`config.mk`:
```
export PLATFORM = sky130hd
export DESIGN_NAME = ilv_bus_arbiter
export DESIGN_NICKNAME = d
export VERILOG_FILES = /design/src/rtl/ilv_arb_pkg.sv /design/src/rtl/ilv_slot_pick.sv /design/src/rtl/ilv_grant_fsm.sv /design/src/rtl/ilv_bus_arbiter.sv
export SDC_FILE = /design/constraint.sdc
export NUM_CORES = 1
export LEC_CHECK = 0
export ABC_CLOCK_PERIOD_IN_PS = 8600
export BUFFER_PORTS_ARGS = -buffer_cell sky130_fd_sc_hd__buf_2
export CORE_MARGIN = 2
export CORE_UTILIZATION = 45
export CTS_BUF_LIST = sky130_fd_sc_hd__clkbuf_16
export DETAILED_ROUTE_END_ITERATION = 16
export GPL_TIMING_DRIVEN = 0
export PLACE_DENSITY = 0.64
export SKIP_LAST_GASP = 1
export SLEW_MARGIN = 0
export SYNTH_ARGS = -nofsm -noshare
export SYNTH_HDL_FRONTEND = slang
export SYNTH_SLANG_ARGS = --single-unit
```
`constraint.sdc`:
```
create_clock -name clk_i -period 8.6 [get_ports clk_i]
set_input_delay 1.72 -clock clk_i [delete_from_list [all_inputs] [get_ports clk_i]]
set_output_delay 1.72 -clock clk_i [all_outputs]
set_load 0.02 [all_outputs]
```
`src/rtl/ilv_arb_pkg.sv`:
```
package ilv_arb_pkg;
  typedef enum logic [1:0] {
    ST_IDLE = 2'd0,
    ST_BUSY = 2'd1,
    ST_LOCK = 2'd2
  } arb_state_e;
endpackage

```
`src/rtl/ilv_slot_pick.sv`:
```
// Rotated search over the interleaved slot ring: even slot 2k = CPU k, odd slot = I/O.
module ilv_slot_pick #(
  parameter int unsigned NUM_CPU = 4,
  localparam int unsigned SLOTS  = 2 * NUM_CPU,
  localparam int unsigned PTR_W  = $clog2(SLOTS)
) (
  input  logic [NUM_CPU-1:0] cpu_req_i,
  input  logic               io_req_i,
  input  logic [PTR_W-1:0]   ptr_i,
  output logic               hit_o,
  output logic [PTR_W-1:0]   win_slot_o
);
  logic [SLOTS-1:0] slot_req;

  for (genvar s = 0; s < SLOTS; s++) begin : g_slot
    if (s % 2 == 0) begin : g_cpu
      assign slot_req[s] = cpu_req_i[s/2];
    end else begin : g_io
      assign slot_req[s] = io_req_i;
    end
  end

  always_comb begin
    hit_o      = 1'b0;
    win_slot_o = '0;
    for (int k = 0; k < SLOTS; k++) begin
      int unsigned idx;
      idx = (int'(ptr_i) + k) % SLOTS;
      if (!hit_o && slot_req[idx]) begin
        hit_o      = 1'b1;
        win_slot_o = PTR_W'(idx);
      end
    end
  end
endmodule

```
`src/rtl/ilv_grant_fsm.sv`:
```
module ilv_grant_fsm
  import ilv_arb_pkg::*;
#(
  parameter int unsigned NUM_CPU = 4,
  localparam int unsigned SLOTS  = 2 * NUM_CPU,
  localparam int unsigned PTR_W  = $clog2(SLOTS),
  localparam int unsigned NODES  = NUM_CPU + 1
) (
  input  logic             clk_i,
  input  logic             rst_ni,
  input  logic             enable_i,
  input  logic             hit_i,
  input  logic [PTR_W-1:0] win_slot_i,
  input  logic             done_i,
  input  logic             excl_i,
  output logic [NODES-1:0] gnt_o,
  output logic [PTR_W-1:0] ptr_o
);
  arb_state_e       state_q, state_d;
  logic [NODES-1:0] gnt_q, gnt_d;
  logic [PTR_W-1:0] ptr_q, ptr_d;
  logic [NODES-1:0] win_oh;
  logic [PTR_W-1:0] ptr_next;

  // slot -> node one-hot; MSB is the I/O node
  always_comb begin
    win_oh = '0;
    if (win_slot_i[0]) begin
      win_oh[NUM_CPU] = 1'b1;
    end else begin
      for (int n = 0; n < NUM_CPU; n++) begin
        if (int'(win_slot_i >> 1) == n) win_oh[n] = 1'b1;
      end
    end
  end

  assign ptr_next = (int'(win_slot_i) == SLOTS - 1) ? '0 : win_slot_i + 1'b1;

  always_comb begin
    state_d = state_q;
    gnt_d   = gnt_q;
    ptr_d   = ptr_q;
    if (!enable_i) begin
      state_d = ST_IDLE;
      gnt_d   = '0;
    end else begin
      unique case (state_q)
        ST_IDLE: begin
          if (hit_i) begin
            state_d = ST_BUSY;
            gnt_d   = win_oh;
            ptr_d   = ptr_next;
          end
        end
        ST_BUSY, ST_LOCK: begin
          if (done_i) begin
            if (gnt_q[NUM_CPU] && excl_i) begin
              state_d = ST_LOCK;
            end else begin
              state_d = ST_IDLE;
              gnt_d   = '0;
            end
          end
        end
        default: begin
          state_d = ST_IDLE;
          gnt_d   = '0;
        end
      endcase
    end
  end

  always_ff @(posedge clk_i or negedge rst_ni) begin
    if (!rst_ni) begin
      state_q <= ST_IDLE;
      gnt_q   <= '0;
      ptr_q   <= '0;
    end else begin
      state_q <= state_d;
      gnt_q   <= gnt_d;
      ptr_q   <= ptr_d;
    end
  end

  assign gnt_o = gnt_q;
  assign ptr_o = ptr_q;
endmodule

```
`src/rtl/ilv_bus_arbiter.sv`:
```
module ilv_bus_arbiter #(
  parameter int unsigned NUM_CPU = 4
) (
  input  logic               clk_i,
  input  logic               rst_ni,
  input  logic               enable_i,
  input  logic [NUM_CPU-1:0] cpu_req_i,
  input  logic               io_req_i,
  input  logic               excl_req_i,
  input  logic               done_i,
  output logic [NUM_CPU-1:0] cpu_gnt_o,
  output logic               io_gnt_o
);
  localparam int unsigned SLOTS = 2 * NUM_CPU;
  localparam int unsigned PTR_W = $clog2(SLOTS);
  localparam int unsigned NODES = NUM_CPU + 1;

  logic             hit;
  logic [PTR_W-1:0] win_slot;
  logic [PTR_W-1:0] ptr;
  logic [NODES-1:0] gnt;

  ilv_slot_pick #(.NUM_CPU(NUM_CPU)) u_pick (
    .cpu_req_i (cpu_req_i),
    .io_req_i  (io_req_i),
    .ptr_i     (ptr),
    .hit_o     (hit),
    .win_slot_o(win_slot)
  );

  ilv_grant_fsm #(.NUM_CPU(NUM_CPU)) u_fsm (
    .clk_i     (clk_i),
    .rst_ni    (rst_ni),
    .enable_i  (enable_i),
    .hit_i     (hit),
    .win_slot_i(win_slot),
    .done_i    (done_i),
    .excl_i    (excl_req_i),
    .gnt_o     (gnt),
    .ptr_o     (ptr)
  );

  // inactive copies keep their grant lines low
  assign cpu_gnt_o = gnt[NUM_CPU-1:0] & {NUM_CPU{enable_i}};
  assign io_gnt_o  = gnt[NUM_CPU] & enable_i;
endmodule

```
**After elaboration in Yosys (flattened, before gate mapping)**

Cells that the tools add are included.

- Register bits after elaboration: 10
- Output and inout bits: 5
- Input bits: 10

- Equality and inequality tests: 9
- Mux-type cells: 49
- $add $sub $neg: 8
- Order comparisons: 8
- Bitwise gates (word level): 2
- Reductions and logical operators: 21

Operators by type and width:

| operator | number |
|---|---|
| zero test 32 bit | 1 |
| less-than comparator 3 x 4 -> 1 bit (second input constant) | 8 |
| two-way mux 3 bit | 9 |
| binary-select mux 1 bit (select 3 bit) | 8 |
| two-way mux 1 bit | 21 |
| two-way mux 5 bit | 4 |
| adder 3 bit (second input constant) | 4 |
| one-hot mux 5 bit (2 select lines) | 1 |
| != test 3 bit (second input constant) | 3 |
| logical AND 1 bit | 8 |
| two-way mux 2 bit | 4 |
| zero test 1 bit | 7 |
| adder 3 x 1 -> 3 bit (second input constant) | 2 |
| adder 3 x 2 -> 3 bit (second input constant) | 2 |
| == test 2 bit (second input constant) | 3 |
| AND reduction 3 bit | 2 |
| AND 4 bit | 1 |
| == test 2 x 1 -> 1 bit (second input constant) | 2 |
| two-way mux 4 bit | 1 |
| one-hot mux 2 bit (2 select lines) | 1 |
| == test 3 bit (second input constant) | 1 |
| zero test 2 bit | 1 |
| AND reduction 2 bit | 1 |
| OR reduction 2 bit | 1 |
| AND 1 bit | 1 |

**Longest topological paths before layout**

- Depth after elaboration: 30
- Gate-level depth with buffers: 15

**Cells and area by module**

Synthesis repeated with hierarchy kept, for this count alone.

- Cell total of the unflattened synthesis: 158
- Area, all modules: 1398.8 µm²

By module, submodules not included:

| module | area each (µm²) | instances | cells an instance |
|---|---|---|---|
| ilv_slot_pick | 825.8 | 1 | 109 |
| ilv_grant_fsm | 541.8 | 1 | 44 |
| ilv_bus_arbiter | 31.3 | 1 | 5 |

**Worst setup path after synthesis**

No wires, ideal clock.

- Path kind: input port to flip-flop
- Start point: input cpu_req_i[3]
- End point: register u_fsm.ptr_q[1] (netlist: u_fsm.ptr_o[1])
- Data required time: 8475 ps
- Path buffers: 0
- Stages on the path: 9
- Library setup time: 125 ps
- Data arrival time: 3720 ps
- Setup slack: 4755 ps
- Path through: mux2_4 a221o_1 nor3_4 a32oi_1 and4b_1 nor3_2 inv_1 ha_1 mux2_2

- Longest elaborated chain between the ends: 26

Ends and longest elaborated chain:

| element | RTL line | RTL |
|---|---|---|
| start: declaration | ilv_bus_arbiter.sv:7 | `input logic [NUM_CPU-1:0] cpu_req_i,` |
| binary-select mux 1 bit (select 3 bit) | ilv_slot_pick.sv:29 | `if (!hit_o && slot_req[idx]) begin` |
| two-way mux 1 bit (implied by the code) | ilv_slot_pick.sv:29 |  |
| two-way mux 1 bit | ilv_slot_pick.sv:29 |  |
| zero test 1 bit | ilv_slot_pick.sv:29 |  |
| logical AND 1 bit | ilv_slot_pick.sv:29 |  |
| two-way mux 1 bit | ilv_slot_pick.sv:29 |  |
| zero test 1 bit | ilv_slot_pick.sv:29 |  |
| logical AND 1 bit | ilv_slot_pick.sv:29 |  |
| [... 11 more ...] | n/a |  |
| logical AND 1 bit | ilv_slot_pick.sv:29 |  |
| two-way mux 1 bit | ilv_slot_pick.sv:29 |  |
| zero test 1 bit | ilv_slot_pick.sv:29 |  |
| logical AND 1 bit | ilv_slot_pick.sv:29 |  |
| two-way mux 3 bit * | ilv_slot_pick.sv:29 |  |
| adder 3 x 1 -> 3 bit or == test 3 bit (tied branches) | ilv_grant_fsm.sv:37 | `assign ptr_next = (int'(win_slot_i) == SLOTS - 1) ? '0 : win_slot_i + 1'b1;` |
| two-way mux 3 bit * | ilv_grant_fsm.sv:37 |  |
| named net u_fsm.ptr_next[1] | ilv_grant_fsm.sv:23 | `logic [PTR_W-1:0] ptr_next;` |
| end signal: assignment | ilv_grant_fsm.sv:81 | `ptr_q <= ptr_d;` |
| end: declaration | ilv_grant_fsm.sv:21 | `logic [PTR_W-1:0] ptr_q, ptr_d;` |

The timed path passes the listed nets; every way through them passes the cells marked *. The select of a mux whose other input is x is not followed.
A chain may end at the register's enable or synchronous reset.

**Final worst setup path**

- Start point: input io_req_i
- End point: register u_fsm.ptr_q[1] (netlist: u_fsm.ptr_o[1])

- Longest elaborated chain between the ends: 26

Ends and longest elaborated chain:

| element | RTL line | RTL |
|---|---|---|
| start: declaration | ilv_bus_arbiter.sv:8 | `input logic io_req_i,` |
| binary-select mux 1 bit (select 3 bit) | ilv_slot_pick.sv:29 |  |
| two-way mux 1 bit (implied by the code) | ilv_slot_pick.sv:29 |  |
| two-way mux 1 bit | ilv_slot_pick.sv:29 |  |
| zero test 1 bit | ilv_slot_pick.sv:29 |  |
| logical AND 1 bit | ilv_slot_pick.sv:29 |  |
| two-way mux 1 bit | ilv_slot_pick.sv:29 |  |
| zero test 1 bit | ilv_slot_pick.sv:29 |  |
| logical AND 1 bit | ilv_slot_pick.sv:29 |  |
| [... 11 more ...] | n/a |  |
| logical AND 1 bit | ilv_slot_pick.sv:29 |  |
| two-way mux 1 bit | ilv_slot_pick.sv:29 |  |
| zero test 1 bit | ilv_slot_pick.sv:29 |  |
| logical AND 1 bit | ilv_slot_pick.sv:29 |  |
| two-way mux 3 bit * | ilv_slot_pick.sv:29 |  |
| adder 3 x 1 -> 3 bit or == test 3 bit (tied branches) | ilv_grant_fsm.sv:37 |  |
| two-way mux 3 bit * | ilv_grant_fsm.sv:37 |  |
| named net u_fsm.ptr_next[1] | ilv_grant_fsm.sv:23 |  |

Marked as above.

==> flow_summary.ini <==
[yosys]
synth_edf_count = 0
syn_area_sq_um = 1360
synth_top_cell_by_area = dfrtp_1
yosys_most_used_dff = dfrtp_1
synthAdderAreaFrac = 0.0460
synthMuxAreaShare = 0.112
synth_top_area_share = 0.184
synth-async-reset-ratio = 1.00
yosysWarnings = 0
synthXorXnorAreaFrac = 0.0322
synth_cells = 167
synth_top_family_by_area = simple AND/OR/NAND/NOR gates
synth-compound-area-share = 0.262
synth_cell_types = 52
synth-simple-area-share = 0.284
yosys-top-cells-area = dfrtp_1 (18%), mux2i_1 (5.1%), nand2_1 (4.7%)
synth-seq-area-share = 0.184
avgSynthCellArea_sq_um = 8.15
synth_seq_cells = 10
syn-num-nets = 182

[floorplan]
placementRows = 19
start_util = 0.485
die-area_sq_um = 3480
die_x_um = 59
fp.coreArea_sq_um = 2810
boundaryPins = 15
dieHeight_um = 59

[global_route]
overflow = 0
grt_antenna_before_repair = 0
grt_pass1_wl_um = 5490
grt_max_degree = 11
grt_pass1_vias = 1189
track_usage = 0.204

[cts]
cts_tree = done
clock-root-buffer = clkbuf_16
clk_pin_slew_ns = 0.04
cts_buffer_depth = 2
postCtsResizedCells = 0
cts_made_buffers = 3
hold_buffers = 0
cts.sink_count = 10
cts_setup_buffers = 0
htreeDepth = 1
clk_latency_ns = 0.24

[timing]
rsz0062_at_grt = no
fin_tns_setup_ns = 0
setup_slack_ns = 4.53
hold_violations = 0
max_slew_margin = 0.446
whs_ns = 0.478
period_needed_ns = 4.07
timing.final.crit_share = 0.473
drv_slew = 0
fin_skew_ns = 0.00389
setup_viol = 0
max_freq_ghz = 0.246
worst_pin_slew_ns = 0.825

[worst_setup_path]
startpoint_type = input pin
r2r-start = u_fsm.ptr_o[1]
worstSetupEndpoint = u_fsm.ptr_o[1]
crit_path_top_delay_cell = nor2_1
cp_num_buf_inv = 2
cpLargestDelayFamily = simple AND/OR/NAND/NOR gates
critPathMaxStageDelay_ns = 0.50
path_depth = 10
worstPathMaxFanout = 10
cp-end-kind = flip-flop
rr_worst_depth = 14
crit_type = input pin to flip-flop
r2r_setup_slack_ns = 4.63
crit_required_ns = 8.71
startpoint = io_req_i
cp_cell_sequence = buf_2 > nor2_1 > a211oi_1 > nor3_4 > o22ai_1 > and4b_1 > nor3_2 > inv_1 > ha_1 > mux2_2
rr_endpoint = u_fsm.ptr_o[1]
critPathArrivalTime_ns = 4.18

[routing]
drt_iter0_drc = 44
wl_um = 3250
vias = 1350
avgRoutedWirePerCell_um = 15.1
vias_per_cell = 6.25
drc = 0
drt_pass1_iterations = 4
ant_nets = 0

[place]
place_ws_ns = 4.31
dp_hpwl_um = 2580
dp.cells = 212
numPortBuffers = 14
gp_congestion = 0.899

[pwr]
p_per_area_nw_per_um2 = 445
leakage_nw = 0.675
power.total_mw = 0.689
max-vdd-ir-drop_mv = 0.169

[final_layout]
drive_gt1_frac = 0.189
nets = 201
area_growth_pct = 13.8
antenna_cells = 0
fin_cells = 216

[min_path]
hp-class = flip-flop to flip-flop

[status]
status = completed

[flow_run]
maxCapViolations = 0
==> logic make-up after synthesis <==
group,count (synthesis)
and+or+nand+nor,63
AOI/OAI and AO/OA,50
xor gates and xnor gates,5
muxes,13
buffers and inverters,21
DFF,10
adders and majority gates,5
==> worst reg2reg max path, cell delays in order (launching register included) <==
cell and delay, ns:
dfrtp_1 0.33, buf_2 0.22, clkbuf_1 0.41, inv_1 0.14, ha_1 0.29, buf_4 0.17
mux2i_1 0.14, a211oi_1 0.71, o21a_1 0.23, o22ai_1 0.06, and4b_1 0.21, nor3_2 0.27
inv_1 0.13, ha_1 0.28, mux2_2 0.26
==> synth_stat cells, types with 2 or more instances <==
library cell and number:
inv_1 11, nand4bb_1 2, and4b_1 2, nor3b_1 2
mux2i_1 7, a211o_1 3, nand3_1 4, a211oi_1 5
xnor2_1 3, nand4_1 2, ha_1 5, and2_1 6
buf_2 3, nand2_1 17, buf_6 3, nor3_1 4
nand2b_1 5, xor2_1 2, dfrtp_1 10, o31ai_1 4
a31oi_1 4, nor2_1 8, o21a_1 3, a32o_1 3
clkbuf_1 2, o21ai_0 8, mux2_2 4, nor2b_1 2
o211ai_1 5, a21oi_1 6
==> flip-flops by register name (all words and copies together), names as in the netlist <==
signal	count
u_fsm.gnt_o	5
u_fsm.ptr_o	3
u_fsm.state_q	2
==> worst min path at each step <==
| stage | from | to | slack, ns | cells past startpoint |
|---|---|---|---|---|
| floorplan | u_fsm.gnt_o[2] | u_fsm.gnt_o[2] | 0.44 | 2 |
| global placement | u_fsm.gnt_o[3] | u_fsm.gnt_o[3] | 0.46 | 2 |
| detailed placement | u_fsm.gnt_o[2] | u_fsm.gnt_o[2] | 0.47 | 2 |
| CTS | u_fsm.gnt_o[3] | u_fsm.gnt_o[3] | 0.48 | 2 |
| global route | u_fsm.gnt_o[3] | u_fsm.gnt_o[3] | 0.51 | 2 |
| finish | u_fsm.gnt_o[3] | u_fsm.gnt_o[3] | 0.48 | 2 |
==> power breakdown <==
part | switching [mW] | internal, mW
registers | 0.00837 | 0.0653
logic | 0.318 | 0.216
clock network | 0.0210 | 0.0609
==> cell type report <==
cell class	count	area, sq um
fill	270	1260
multi-input combinational	136	1000
sequential	10	250
clock buffer	3	75.1
timing repair buffer	14	70.1
buffer	10	67.6
inverter	11	41.3
tap	31	38.8
clock inverter	1	3.75
==> per-layer routing <==
metal / part of all wire / up-vias / GRT usage
met5: 0 / - / 0
met2: 0.44 / 33 / 0.303
met3: 0.061 / 4 / 0.0611
met4: 0.011 / 0 / 0.0292
li1: - / 666 / -
met1: 0.49 / 647 / 0.299
==> per-stage QoR <==
step,util,instance area [sq um]
3_3_place_gp,0.524,1470
3_5_place_dp,0.524,1470
2_1_floorplan,-,1360
5_1_grt,0.552,1550
4_1_cts,0.552,1550
6_report,0.552,1550
==> cell usage in the layout, fill, tap and decap left out, types with 5 or more instances in the layout <==
cell / Yosys / layout
mux2i_1: 7 / 7
nand2_1: 17 / 17
inv_1: 11 / 11
dfrtp_1: 10 / 10
a211oi_1: 5 / 5
ha_1: 5 / 5
o21ai_0: 8 / 8
nand2b_1: 5 / 5
buf_2: 3 / 17
and2_1: 6 / 6
a21oi_1: 6 / 6
o211ai_1: 5 / 5
nor2_1: 8 / 8
Power figures use the tool's default switching activity.
